==> src/rtl/dbm_pkg.sv <==
`timescale 1ns/1ps
package dbm_pkg;

    typedef enum logic [2:0] {
        OP_CMD_WR   = 3'd0,
        OP_DAT_WR8  = 3'd1,
        OP_DAT_WR16 = 3'd2,
        OP_STAT_RD  = 3'd3,
        OP_DAT_RD8  = 3'd4,
        OP_DAT_RD16 = 3'd5
    } op_e;

    typedef enum logic [1:0] {
        ST_IDLE,
        ST_SETUP,
        ST_STROBE,
        ST_GAP
    } st_e;

    function automatic logic op_known(input logic [2:0] code);
        return code <= 3'd5;
    endfunction

    function automatic logic op_reads(input op_e op);
        return (op == OP_STAT_RD) || (op == OP_DAT_RD8) || (op == OP_DAT_RD16);
    endfunction

    // command index and status access run with the level low
    function automatic logic op_dc_level(input op_e op);
        return !((op == OP_CMD_WR) || (op == OP_STAT_RD));
    endfunction

endpackage

==> src/rtl/dbm_half_timer.sv <==
`timescale 1ns/1ps
module dbm_half_timer #(
    parameter int CNT_W = 7
) (
    input  logic             clk,
    input  logic             rst_n,
    input  logic             load,
    input  logic [CNT_W-1:0] load_val,
    output logic             expire
);

    logic [CNT_W-1:0] cnt_d, cnt_q;

    always_comb begin
        cnt_d = cnt_q;
        if (load) begin
            cnt_d = load_val;
        end else if (cnt_q != '0) begin
            cnt_d = cnt_q - 1'b1;
        end
    end

    always_ff @(posedge clk) begin
        if (!rst_n) begin
            cnt_q <= '0;
        end else begin
            cnt_q <= cnt_d;
        end
    end

    assign expire = (cnt_q == '0);

    AST_TMR_LOAD_TAKEN: assert property (@(posedge clk) disable iff (!rst_n)
        load |=> (cnt_q == $past(load_val)));

endmodule

==> src/rtl/dbm_op_plan.sv <==
`timescale 1ns/1ps
module dbm_op_plan
    import dbm_pkg::*;
#(
    parameter int BUS_W = 16
) (
    input  op_e              op,
    input  logic [15:0]      wdata,
    input  logic             beat,
    output logic             two_beats,
    output logic [BUS_W-1:0] wbeat
);

    logic is_data_rd;
    assign is_data_rd = (op == OP_DAT_RD8) || (op == OP_DAT_RD16);

    generate
        if (BUS_W == 8) begin : g_narrow
            // a wide write is split, high byte on the first beat
            assign two_beats = is_data_rd || (op == OP_DAT_WR16);
            assign wbeat     = ((op == OP_DAT_WR16) && !beat) ? wdata[15:8] : wdata[7:0];
        end else begin : g_wide
            logic unused_beat;
            assign unused_beat = beat;
            assign two_beats   = is_data_rd;
            assign wbeat       = (op == OP_DAT_WR16) ? wdata : {8'h00, wdata[7:0]};
        end
    endgenerate

endmodule

==> src/rtl/dbm_rd_merge.sv <==
`timescale 1ns/1ps
module dbm_rd_merge
    import dbm_pkg::*;
#(
    parameter int BUS_W = 16
) (
    input  op_e              op,
    input  logic [BUS_W-1:0] cap0,
    input  logic [BUS_W-1:0] cap1,
    output logic [15:0]      result
);

    generate
        if (BUS_W == 8) begin : g_narrow
            always_comb begin
                unique case (op)
                    OP_STAT_RD:  result = {8'h00, cap0};
                    OP_DAT_RD16: result = {cap0, cap1};
                    default:     result = {8'h00, cap1};
                endcase
            end
        end else begin : g_wide
            logic unused_low;
            assign unused_low = ^cap0[7:0];
            always_comb begin
                unique case (op)
                    OP_STAT_RD:  result = {8'h00, cap0[15:8]};
                    OP_DAT_RD16: result = {cap1[7:0], cap1[15:8]};
                    default:     result = {8'h00, cap1[15:8]};
                endcase
            end
        end
    endgenerate

endmodule

==> src/rtl/disp_bus_master.sv <==
`timescale 1ns/1ps
module disp_bus_master
    import dbm_pkg::*;
#(
    parameter int BUS_W = 16,
    parameter int DIV_W = 8
) (
    input  logic             clk,
    input  logic             rst_n,
    input  logic             req_valid,
    input  logic [2:0]       req_op,
    input  logic [15:0]      req_wdata,
    input  logic [DIV_W-1:0] div_i,
    output logic             busy_o,
    output logic             done_o,
    output logic [15:0]      rd_data_o,
    output logic             bus_cs_n,
    output logic             bus_dc,
    output logic             bus_rd_n,
    output logic             bus_wr_n,
    output logic             bus_oe,
    output logic [BUS_W-1:0] bus_dout,
    input  logic [BUS_W-1:0] bus_din
);

    localparam int HW = DIV_W - 1;

    typedef struct packed {
        st_e              st;
        op_e              op;
        logic [HW-1:0]    half;
        logic [1:0]       edges;
        logic             beat;
        logic             cs_n;
        logic             dc;
        logic             rd_n;
        logic             wr_n;
        logic             oe;
        logic             done;
        logic [BUS_W-1:0] dout;
        logic [BUS_W-1:0] cap0;
        logic [BUS_W-1:0] cap1;
        logic [15:0]      wdata;
        logic [15:0]      rdat;
    } ctl_t;

    ctl_t ctl_d, ctl_q;

    logic             tmr_load;
    logic [HW-1:0]    tmr_val;
    logic             tmr_exp;
    op_e              plan_op;
    logic [15:0]      plan_wd;
    logic             plan_beat;
    logic             plan_two;
    logic [BUS_W-1:0] plan_wbeat;
    logic [15:0]      merged;
    logic [HW-1:0]    half_new;
    logic             unused_div;

    // divider below 2 behaves as 2, odd values round down
    assign half_new   = (div_i[DIV_W-1:1] == '0) ? HW'(1) : div_i[DIV_W-1:1];
    assign unused_div = div_i[0];

    assign plan_op   = (ctl_q.st == ST_IDLE) ? op_e'(req_op) : ctl_q.op;
    assign plan_wd   = (ctl_q.st == ST_IDLE) ? req_wdata : ctl_q.wdata;
    assign plan_beat = (ctl_q.st != ST_IDLE);

    dbm_op_plan #(.BUS_W(BUS_W)) i_plan (
        .op        (plan_op),
        .wdata     (plan_wd),
        .beat      (plan_beat),
        .two_beats (plan_two),
        .wbeat     (plan_wbeat)
    );

    dbm_rd_merge #(.BUS_W(BUS_W)) i_merge (
        .op     (ctl_q.op),
        .cap0   (ctl_q.cap0),
        .cap1   (ctl_q.cap1),
        .result (merged)
    );

    dbm_half_timer #(.CNT_W(HW)) i_timer (
        .clk      (clk),
        .rst_n    (rst_n),
        .load     (tmr_load),
        .load_val (tmr_val),
        .expire   (tmr_exp)
    );

    always_comb begin
        ctl_d      = ctl_q;
        ctl_d.done = 1'b0;
        tmr_load   = 1'b0;
        tmr_val    = ctl_q.half - 1'b1;
        unique case (ctl_q.st)
            ST_IDLE: begin
                if (req_valid && op_known(req_op)) begin
                    ctl_d.st    = ST_SETUP;
                    ctl_d.op    = op_e'(req_op);
                    ctl_d.half  = half_new;
                    ctl_d.wdata = req_wdata;
                    ctl_d.cs_n  = 1'b0;
                    ctl_d.dc    = op_dc_level(op_e'(req_op));
                    ctl_d.oe    = !op_reads(op_e'(req_op));
                    ctl_d.dout  = plan_wbeat;
                    tmr_load    = 1'b1;
                    tmr_val     = half_new - 1'b1;
                end
            end
            ST_SETUP: begin
                if (tmr_exp) begin
                    ctl_d.st    = ST_STROBE;
                    ctl_d.edges = plan_two ? 2'd3 : 2'd1;
                    ctl_d.beat  = 1'b0;
                    if (op_reads(ctl_q.op)) begin
                        ctl_d.rd_n = 1'b0;
                    end else begin
                        ctl_d.wr_n = 1'b0;
                    end
                    tmr_load = 1'b1;
                end
            end
            ST_STROBE: begin
                if (tmr_exp) begin
                    tmr_load = 1'b1;
                    if (ctl_q.edges[0]) begin
                        // strobe rises here: capture the bus on this edge
                        if (op_reads(ctl_q.op)) begin
                            if (!ctl_q.beat) begin
                                ctl_d.cap0 = bus_din;
                            end else begin
                                ctl_d.cap1 = bus_din;
                            end
                        end
                        ctl_d.rd_n  = 1'b1;
                        ctl_d.wr_n  = 1'b1;
                        ctl_d.edges = ctl_q.edges - 1'b1;
                    end else if (ctl_q.edges == 2'd0) begin
                        ctl_d.st   = ST_GAP;
                        ctl_d.cs_n = 1'b1;
                        ctl_d.dc   = 1'b1;
                        ctl_d.oe   = 1'b0;
                        ctl_d.done = 1'b1;
                        if (op_reads(ctl_q.op)) begin
                            ctl_d.rdat = merged;
                        end
                    end else begin
                        ctl_d.edges = ctl_q.edges - 1'b1;
                        ctl_d.beat  = 1'b1;
                        ctl_d.dout  = plan_wbeat;
                        if (op_reads(ctl_q.op)) begin
                            ctl_d.rd_n = 1'b0;
                        end else begin
                            ctl_d.wr_n = 1'b0;
                        end
                    end
                end
            end
            ST_GAP: begin
                if (tmr_exp) begin
                    ctl_d.st = ST_IDLE;
                end
            end
            default: ctl_d.st = ST_IDLE;
        endcase
    end

    always_ff @(posedge clk) begin
        if (!rst_n) begin
            ctl_q       <= '0;
            ctl_q.st    <= ST_IDLE;
            ctl_q.op    <= OP_CMD_WR;
            ctl_q.half  <= HW'(1);
            ctl_q.cs_n  <= 1'b1;
            ctl_q.dc    <= 1'b1;
            ctl_q.rd_n  <= 1'b1;
            ctl_q.wr_n  <= 1'b1;
        end else begin
            ctl_q <= ctl_d;
        end
    end

    assign busy_o    = (ctl_q.st != ST_IDLE);
    assign done_o    = ctl_q.done;
    assign rd_data_o = ctl_q.rdat;
    assign bus_cs_n  = ctl_q.cs_n;
    assign bus_dc    = ctl_q.dc;
    assign bus_rd_n  = ctl_q.rd_n;
    assign bus_wr_n  = ctl_q.wr_n;
    assign bus_oe    = ctl_q.oe;
    assign bus_dout  = ctl_q.dout;

    // length of the current strobe-low run, for the width check
    logic [HW-1:0] low_run_q;
    always_ff @(posedge clk) begin
        if (!rst_n) begin
            low_run_q <= '0;
        end else if (!bus_rd_n || !bus_wr_n) begin
            low_run_q <= low_run_q + 1'b1;
        end else begin
            low_run_q <= '0;
        end
    end

    AST_ONE_STROBE: assert property (@(posedge clk) disable iff (!rst_n)
        !(!bus_rd_n && !bus_wr_n));
    AST_STROBE_IN_CS: assert property (@(posedge clk) disable iff (!rst_n)
        (!bus_rd_n || !bus_wr_n) |-> !bus_cs_n);
    AST_OE_WRITE_ONLY: assert property (@(posedge clk) disable iff (!rst_n)
        bus_oe |-> (bus_rd_n && !bus_cs_n));
    AST_DONE_PULSE: assert property (@(posedge clk) disable iff (!rst_n)
        done_o |=> !done_o);
    AST_DONE_AT_RELEASE: assert property (@(posedge clk) disable iff (!rst_n)
        $rose(bus_cs_n) |-> done_o);
    AST_STROBE_WIDTH: assert property (@(posedge clk) disable iff (!rst_n)
        $rose(bus_rd_n && bus_wr_n) |-> (low_run_q == ctl_q.half));
    AST_STATUS_NO_WR: assert property (@(posedge clk) disable iff (!rst_n)
        (!bus_cs_n && !bus_dc && !bus_rd_n) |-> bus_wr_n);
    AST_ACCEPT_STARTS: assert property (@(posedge clk) disable iff (!rst_n)
        (!busy_o && req_valid && op_known(req_op)) |=> !bus_cs_n);
    AST_BUSY_IGNORE: assert property (@(posedge clk) disable iff (!rst_n)
        (busy_o && bus_cs_n && !done_o) |=> bus_cs_n);

endmodule

==> config.mk <==
export PLATFORM = sky130hd
export DESIGN_NAME = disp_bus_master
export DESIGN_NICKNAME = d
export VERILOG_FILES = /design/src/rtl/dbm_pkg.sv /design/src/rtl/dbm_half_timer.sv /design/src/rtl/dbm_op_plan.sv /design/src/rtl/dbm_rd_merge.sv /design/src/rtl/disp_bus_master.sv
export SDC_FILE = /design/constraint.sdc
export NUM_CORES = 1
export LEC_CHECK = 0
export BUFFER_PORTS_ARGS = -buffer_cell sky130_fd_sc_hd__buf_2
export CELL_PAD_IN_SITES_DETAIL_PLACEMENT = 2
export CELL_PAD_IN_SITES_GLOBAL_PLACEMENT = 2
export CORE_UTILIZATION = 33
export DETAILED_ROUTE_END_ITERATION = 7
export GPL_ROUTABILITY_DRIVEN = 1
export PLACE_DENSITY = 0.85
export SETUP_SLACK_MARGIN = 0.02
export SYNTH_ARGS = -nofsm -noshare
export SYNTH_HDL_FRONTEND = slang
export SYNTH_SLANG_ARGS = --single-unit
==> constraint.sdc <==
create_clock -name clk -period 2.9 [get_ports clk]
set_clock_uncertainty 0.2 [all_clocks]
set_input_delay 0.145 -clock clk [delete_from_list [all_inputs] [get_ports clk]]
set_output_delay 0.145 -clock clk [all_outputs]
set_load 0.005 [all_outputs]
# After elaboration in Yosys (flattened, before gate mapping)
# Index checks and enable logic that the tools add are counted.
op_classes:
  bitwise_logic: 5
  eq_ne: 20
  n_addsub: 4
  n_lt_le_gt_ge: 1
  mux: 45
  reduce_logical: 31
op_table:
  columns: ["operator", "count"]
  rows:
  - ["2-to-1 mux 16 bit", 6]
  - ["2-to-1 mux 32 bit", 2]
  - ["one-hot mux 16 bit (2 select lines)", 2]
  - ["2-to-1 mux 57 bit", 1]
  - ["2-to-1 mux 7 bit", 5]
  - ["AND reduction 5 bit", 6]
  - ["2-to-1 mux 2 bit", 12]
  - ["subtractor 7 x 1 -> 7 bit, second input constant", 3]
  - ["== test 3 bit, second input constant", 6]
  - ["2-to-1 mux 18 bit", 1]
  - ["zero test 7 bit", 2]
  - ["2-to-1 mux 12 bit", 1]
  - ["2-to-1 mux 3 bit", 4]
  - ["== test 3 x 2 -> 1 bit, second input constant", 3]
  - ["inequality test 2 x 1 -> 1 bit, second input constant", 4]
  - ["one-hot mux 2 bit (2 select lines)", 2]
  - ["one-hot mux 2 bit (4 select lines)", 1]
  - ["nonzero test 2 bit", 4]
  - ["nonzero test 7 bit", 1]
  - ["logical OR 1 bit", 6]
  - ["inequality test 2 bit, second input constant", 3]
  - ["one-hot mux 3 bit (2 select lines)", 1]
  - ["AND reduction 6 bit", 1]
  - ["2-to-1 mux 1 bit", 5]
  - ["other kinds (16)", 24]
word_totals:
  out_inout_bits: 39
  wordCells: 124
  ff_bits: 108
  in_bits: 46

# Logic depth before layout (Yosys ltp)
# Gate-level depths: netlist of the first run.
logic_depth:
  ltp_word: 8
  depth_mapped: 8
  mapped_depth_nobuf: 8

# Cells and area by module
# From an unflattened synthesis of the first run, not the netlist that was laid out.
hier_totals:
  cells_unflattened: 618
  area_unflattened_um2: 5534.1
modules_own_cells:
  columns: ["mod", "cells_per_inst", "area_per_inst_um2", "n_inst", "seq_area_each_um2"]
  rows:
  - ["disp_bus_master", 539, 4785.8, 1, 2021.9]
  - ["dbm_half_timer", 44, 411.6, 1, 140.1]
  - ["dbm_rd_merge", 18, 170.2, 1, 0.0]
  - ["dbm_op_plan", 17, 166.4, 1, 0.0]

# Least setup slack after synthesis of the first run
# No wires, ideal clock.
synth_path:
  path_type: "register to register"
  start: "register ctl_q[99] (netlist name)"
  end: "register ctl_q, in the netlist bus_dout[15]"
  synth_period_minus_slack_ns: 2.033
  path_stages_with_launch: 8
  path_slack_ns: 0.867
  arrival_ns: 1.710
  n_path_buf: 2
  required_time_ns: 2.577
  setup_time_ns: 0.123
  path_cell_list: "dfxtp_1 -> inv_1 -> ha_1 -> buf_1 -> buf_2 -> mux2_2 -> nand3_1 -> o21ai_0"
synth_via:
  elab_chain_cells: 8
  elab_cells_between_ends: 17
  classes_between: "6 x eq/ne; 8 x mux; 3 x reduce/logical"
synth_rtl:
  columns: ["item", "line", "rtl"]
  rows:
  - ["from (decl)", "disp_bus_master.sv:47", "ctl_t ctl_d, ctl_q;"]
  - ["from (signal assigned)", "disp_bus_master.sv:181", "ctl_q <= ctl_d;"]
  - ["zero test 2 bit", "disp_bus_master.sv:65, disp_bus_master.sv:66, disp_bus_master.sv:97", null]
  - ["2-to-1 mux 3 bit", "disp_bus_master.sv:65", "assign plan_op = (ctl_q.st == ST_IDLE) ? op_e'(req_op) : ctl_q.op;"]
  - ["== test 3 x 2 -> 1 bit", "dbm_op_plan.sv:26", "assign wbeat = (op == OP_DAT_WR16) ? wdata : {8'h00, wdata[7:0]};"]
  - ["2-to-1 mux 16 bit", "dbm_op_plan.sv:26", null]
  - ["2-to-1 mux 16 bit", "disp_bus_master.sv:140", "end else if (ctl_q.edges == 2'd0) begin"]
  - ["2-to-1 mux 18 bit", "disp_bus_master.sv:128", "if (ctl_q.edges[0]) begin"]
  - ["2-to-1 mux 57 bit", "disp_bus_master.sv:126", "if (tmr_exp) begin"]
  - ["one-hot mux 16 bit (2 select lines)", "disp_bus_master.sv:97", "unique case (ctl_q.st)"]
# Parallel ways exist; a longest one is shown, timed or not. The select of a mux whose other input is x is not followed.
# A chain may end at the register's enable or synchronous reset.

# Worst setup path in the final report of the first run
layout_path:
  start: "register ctl_q[99] (netlist name)"
  end: "register ctl_q[28] (netlist name)"
layout_via:
  elab_chain_cells: 2
layout_rtl:
  columns: ["item", "line"]
  rows:
  - ["zero test 2 bit", "disp_bus_master.sv:97"]
  - ["AND reduction 2 bit (no line)", null]
# No other way between the ends.

==> results of run 1 <==
-- per-stage QoR --
step	utilization [%]	setup WS (ps)
floorplan	-	867
global placement	36.0	705
detailed placement	36.0	551
CTS	41.2	545
global route	41.2	340
finish	41.2	562
-- power by group --
| group | switching [mW] | total [mW] | internal (mW) |
|---|---|---|---|
| clock | 0.558 | 1.40 | 0.841 |
| combinational | 0.680 | 1.14 | 0.465 |
| sequential | 0.128 | 1.64 | 1.51 |
-- final cells by class --
class / count / area, µm²
Fill cell: 1582 / 8580
Multi-Input combinational cell: 406 / 2480
Sequential cell: 100 / 2000
Timing Repair Buffer: 136 / 918
Tap cell: 184 / 230
Clock buffer: 9 / 225
Clock inverter: 7 / 115
Inverter: 10 / 37.5
-- worst reg2reg max path, stage by stage (launching register included) --
cell and delay, ps:
dfxtp_1 350, inv_1 120, ha_1 260, nand2_1 160, a21oi_2 460, buf_4 360, nand2_1 100, a21boi_0 220
-- synthesized netlist by cell type (2+ instances only) --
master	number
nand3_1	40
nand2_1	129
nor3b_1	3
nand3b_1	3
clkbuf_1	20
a211o_1	2
nand4_1	11
inv_1	10
o21ai_1	4
nor2_1	14
mux2i_1	22
nor2b_1	7
ha_1	8
buf_2	9
o211ai_1	4
xnor2_1	6
o211a_1	16
mux2_2	10
buf_1	4
a31oi_1	2
and3_1	2
a21boi_0	26
a21oi_1	8
nor3_1	8
o21a_1	2
o21ai_0	49
dfxtp_1	100
xor2_1	5
o221a_2	2
buf_4	33
buf_6	4
and2_1	3
-- layer usage --
layer | vias up | GRT usage [%] | wire [µm]
li1 | 2146 | - | -
met1 | 2209 | 23.2 | 6540
met2 | 74 | 39.1 | 8310
met3 | 22 | 4.21 | 419
met4 | 0 | 6.59 | 258
met5 | - | 0 | 0
-- flip-flops by register name, summed over array words and instances (netlist names) --
name,flops
bus_wr_n,1
bus_dout,16
bus_oe,1
i_timer.cnt_q,7
bus_cs_n,1
done_o,1
ctl_q,55
bus_rd_n,1
bus_dc,1
rd_data_o,16
-- cells by family (layout without fill, tap and decap cells) --
| logic type | Yosys count | after routing |
|---|---|---|
| adder cells (fa/ha/maj) | 8 | 8 |
| buffers and inverters | 80 | 162 |
| AO/OA/AOI/OAI | 123 | 123 |
| XOR/XNOR | 11 | 11 |
| AND/OR/NAND/NOR | 232 | 232 |
| multiplexers | 32 | 32 |
| flip-flops | 100 | 100 |
-- worst paths after layout --
| check | startpoint | to | slack [ps] | cells after the start |
|---|---|---|---|---|
| max | ctl_q[99] | ctl_q[28] | 560 | 7 |
| min | req_op[2] | ctl_q[98] | 9 | 2 |
| max reg2reg | ctl_q[99] | ctl_q[28] | 560 | 7 |
| min reg2reg | bus_dout[14] | bus_dout[14] | 260 | 2 |
-- repair_timing --
item,in CTS,in global routing
hold buffers,41,0
hold endpoints to repair,60,0
buffers inserted,0,0
==> impl_metrics.py, run 1 <==
metrics = {
    "cts": {
        "clockBufferDepth": 2,
        "cts_tree": "built",
        "cts_made_buffers": 9,
        "cts_sinks": 100,
        "worstSkewPairLatency_ps": 350,
        "cts-htree-levels": 3,
        "clk_pin_slew_worst_paths_ps": 70,
        "clockRootBuffer": "clkbuf_16",
        "cts_resized": 0,
    },
    "route": {
        "drt_iter0_drc": 215,
        "dr.pass1.iters": 4,
        "via_per_inst": 5.22,
        "wl_per_cell_um": 18.2,
        "ant_nets": 0,
        "routed_wl_um": 15500,
        "drc": 0,
        "num_vias": 4451,
    },
    "logic_synthesis": {
        "synth_top_family_by_area": "simple AND/OR/NAND/NOR gates",
        "synthSimpleGateAreaFrac_pct": 22.6,
        "ys.flop_type": "dfxtp_1",
        "synth_edf_count": 0,
        "synth_cells": 586,
        "synthAdderAreaFrac_pct": 2.03,
        "yosys.area.top_type": "dfxtp_1",
        "synthDistinctLibCells": 52,
        "ys_top_cells_by_area": "dfxtp_1, nand2_1, buf_4, o21ai_0, mux2i_1",
        "synth_xor_area_share_pct": 1.95,
        "ys_seq_elements": 100,
        "netlist_area_um2": 4940,
        "synth_warnings": 0,
        "synth_mux_area_share_pct": 6.74,
        "ys_seq_area_share_pct": 40.5,
        "syn_nets": 640,
        "synth_top_cell_area_share_pct": 40.5,
        "syn_avg_cell_area_um2": 8.43,
        "synth_compound_area_share_pct": 16.7,
        "synth-async-reset-ratio_pct": 0,
    },
    "worst_setup_path": {
        "critPathSlowestCell": "a21oi_2",
        "slowest_delay_ps": 460,
        "endpoint_kind": "flop",
        "cp_max_fo": 20,
        "crit_top_cell": "nand2_1",
        "crit_arrival_ps": 2400,
        "cp_top_family": "compound AO/OA/AOI/OAI gates",
        "startpoint_type": "flop",
        "path_cells": "inv_1 > ha_1 > nand2_1 > a21oi_2 > buf_4 > nand2_1 > a21boi_0",
        "critPathBufInv": 2,
        "crit_type": "flop to flop",
        "required_ps": 2960,
    },
    "placed_design": {
        "placed_cell_area_um2": 5260,
        "hpwl_um": 10000,
        "gp_congestion": 0.715,
        "place_inst": 795,
        "portBuffers": 83,
    },
    "floorplanning": {
        "core_area_um2": 14600,
        "die_w_um": 124,
        "dieArea_um2": 15500,
        "pin_count": 85,
        "die_h_um": 124,
        "row_count": 44,
        "initial_core_util_pct": 33.9,
    },
    "flow_run": {
        "cap_violations": 0,
    },
    "pwr": {
        "leakagePower_nw": 2.68,
        "powerDensity_nw_per_um2": 696,
        "finalPower_mw": 4.18,
        "vdd_ir_drop_max_v": 0.000343,
    },
    "grt": {
        "grt_pass1_vias": 5030,
        "grt_max_degree": 70,
        "track_usage_pct": 20.8,
        "grt_pass1_wl_um": 26000,
        "grt_overflow": 0,
        "antenna_found_initial": 0,
    },
    "timing": {
        "slew_headroom_pct": 52.9,
        "post-route-period-util_pct": 80.6,
        "fin_hold_ws_ps": 9.44,
        "slew_viol_final": 0,
        "fin_tns_setup_ps": 0,
        "setup_viol": 0,
        "rsz0062_at_grt": "false",
        "clock.fmax_ghz": 0.428,
        "finalHoldViolCount": 0,
        "worst_slew_pin_slew_ps": 707,
        "min_period_ps": 2340,
    },
    "status": {
        "status": "finished, final reports clean",
    },
    "finish": {
        "area_delta_synth_final_pct": 21.6,
        "layout-drive-gt1-share_pct": 19.8,
        "final_nets": 717,
        "final_cell_mix": "nand2_1, dfxtp_1, buf_2",
        "final_cells": 852,
        "antenna_cells": 0,
        "layout_commonest_cell": "nand2_1",
        "fin_area_um2": 6010,
    },
    "worst_hold_path": {
        "hold_class": "input pin to flop",
    },
}
Note: power is estimated with default switching activity, not from simulation.
==> run 2: changes to the inputs <==
Clock period 2.9 ns to 2.2 ns, I/O delays scaled along.
==> run 2 against run 1 <==
  * Worst hold slack improved by 53 ps
  * Cell area increased by 7.7%
  * Combinational power up 85%
  * Sequential share of layout area shrank 2.3 points
  * Maximum frequency grew 8.9%
  * Register-to-register slack worse by 510 ps
  * Clock power rose by 25%
  * Via count rose by 2.8%
  * Critical path type unchanged
  * Critical endpoint is now bus_dout[11]
  * Largest cell class unchanged
==> impl_metrics.py, run 2 (synthesis results as in run 1) <==
metrics = {
    "worst_setup_path": {
        "timing.rr.start": "ctl_q[100]",
        "cp_max_fo": 8,
        "path_cells": "inv_1 > ha_2 > inv_1 > a21oi_1 > a21oi_4 > buf_12 > buf_12 > nand3_1 > o21ai_0",
        "crit_arrival_ps": 2180,
        "critPathSlowestCell": "a21oi_1",
        "startpoint_type": "flop",
        "critical_path.startpoint": "ctl_q[100]",
        "required_ps": 2230,
        "slowest_delay_ps": 370,
        "crit_type": "flop to flop",
        "endpoint_kind": "flop",
    },
    "cts": {
        "clockBufferDepth": 2,
        "cts_tree": "built",
        "cts_made_buffers": 9,
        "cts-htree-levels": 3,
        "clk_pin_slew_worst_paths_ps": 70,
        "clockRootBuffer": "clkbuf_16",
        "worstSkewPairLatency_ps": 350,
        "cts_sinks": 100,
    },
    "floorplanning": {
        "row_count": 44,
        "dieArea_um2": 15500,
        "die_w_um": 124,
        "die_h_um": 124,
        "initial_core_util_pct": 33.9,
        "core_area_um2": 14600,
        "pin_count": 85,
    },
    "grt": {
        "grt_pass1_wl_um": 26100,
        "antenna_found_initial": 0,
        "grt_max_degree": 47,
        "grt_pass1_vias": 4955,
        "grt_overflow": 0,
        "track_usage_pct": 21.0,
    },
    "finish": {
        "layout-drive-gt1-share_pct": 25.8,
        "max_flop_register": "ctl_q",
        "layout_commonest_cell": "nand2_1",
        "fillCellCount": 1556,
        "antenna_cells": 0,
        "final_cell_mix": "nand2_1, dfxtp_1, buf_2",
        "area_delta_synth_final_pct": 31.0,
        "final_nets": 739,
        "final_util_pct": 44.3,
        "largest_reg_flops": 55,
    },
    "route": {
        "wl_per_cell_um": 19.8,
        "num_vias": 4575,
        "drt_iter0_drc": 195,
        "drc": 0,
        "ant_nets": 0,
        "routed_wl_um": 17300,
        "dr.pass1.iters": 4,
        "via_per_inst": 5.23,
    },
    "timing": {
        "finalHoldViolCount": 0,
        "worst_slew_pin_slew_ps": 436,
        "clock.fmax_ghz": 0.466,
        "min_period_ps": 2150,
        "slew_viol_final": 0,
        "setup_viol": 0,
        "post-route-period-util_pct": 97.6,
        "slew_headroom_pct": 70.9,
        "rsz0062_at_grt": "true",
    },
    "flow_run": {
        "cap_violations": 0,
    },
    "pwr": {
        "leakagePower_nw": 2.88,
        "vdd_ir_drop_max_v": 0.000428,
        "finalPower_mw": 6.04,
        "powerDensity_nw_per_um2": 933,
    },
    "worst_hold_path": {
        "hold_class": "input pin to flop",
        "hp-start": "div_i[7]",
    },
    "placed_design": {
        "portBuffers": 83,
        "hpwl_um": 10200,
        "gp_congestion": 0.769,
    },
    "status": {
        "status": "finished, final reports clean",
    },
}
run 2: cell count changes in the layout (fill, tap and decap cells not counted), moves of 4 or more:
cell     previous run  this run
buf_12              0         5
buf_6               0         8
nand2_1           129       120
nand2_2             0         5
nand2_4             0         4
o21ai_0            49        43
o21ai_1             4        10
run 2: worst max-delay path: cells and delay by family, from the launching register on:
family	cells	cell delay, ps
adder cells (fa/ha/maj)	1	240
flip-flops	1	360
AND/OR/NAND/NOR	1	100
buffers and inverters	4	560
AO/OA/AOI/OAI	3	550
run 2: per-layer routing:
metal | global-route usage, % | share of wire [%] | up-vias
li1 | - | - | 2184
met1 | 23.7 | 41 | 2284
met2 | 39.9 | 55 | 85
met3 | 4.90 | 3.1 | 22
met4 | 4.04 | 1.4 | 0
met5 | 0 | 0 | -
run 2: per-stage QoR:
stage	TNS, ps	setup WS, ps	cells	hold WS (ps)	instance area (µm²)
floorplan	0	167	586	40.4	4940
global placement	0	57.9	800	141	5330
detailed placement	-600	-77.8	800	150	5330
CTS	0	8.07	864	6.25	6190
global route	-241	-92.3	874	69.7	6470
finish	0	52.8	874	62.5	6470
run 2: power by group:
part           switching, mW  total, mW  leakage (nW)  internal, mW
clock                  0.723       1.75         0.151          1.03
combinational           1.12       2.11          1.92         0.994
sequential             0.185       2.18         0.814          1.99
run 2: area by class of cell:
cell class                 count  area (µm²)  area share, %
tap                          184         230           3.56
clock inverter                 6        87.6           1.35
multi-input combinational    406        2610           40.4
sequential                   100        2000           31.0
inverter                      10        37.5          0.580
clock buffer                  10         239           3.69
timing repair buffer         158        1260           19.5
run 2: what timing repair did:
item,CTS,global route
hold buffers,43,0
pin swaps,2,4
hold endpoints to repair,73,0
gates resized for setup,11,41
setup buffers,4,6
gates cloned,1,4
endpoints found under the setup margin,45,72
run 2: final timing paths:
path / end / slack (ps) / depth (start not counted)
max: bus_dout[11] / 50 / 9
max reg2reg: bus_dout[11] / 50 / 9
min reg2reg: bus_dout[9] / 260 / 2
min: i_timer.cnt_q[6] / 60 / 4
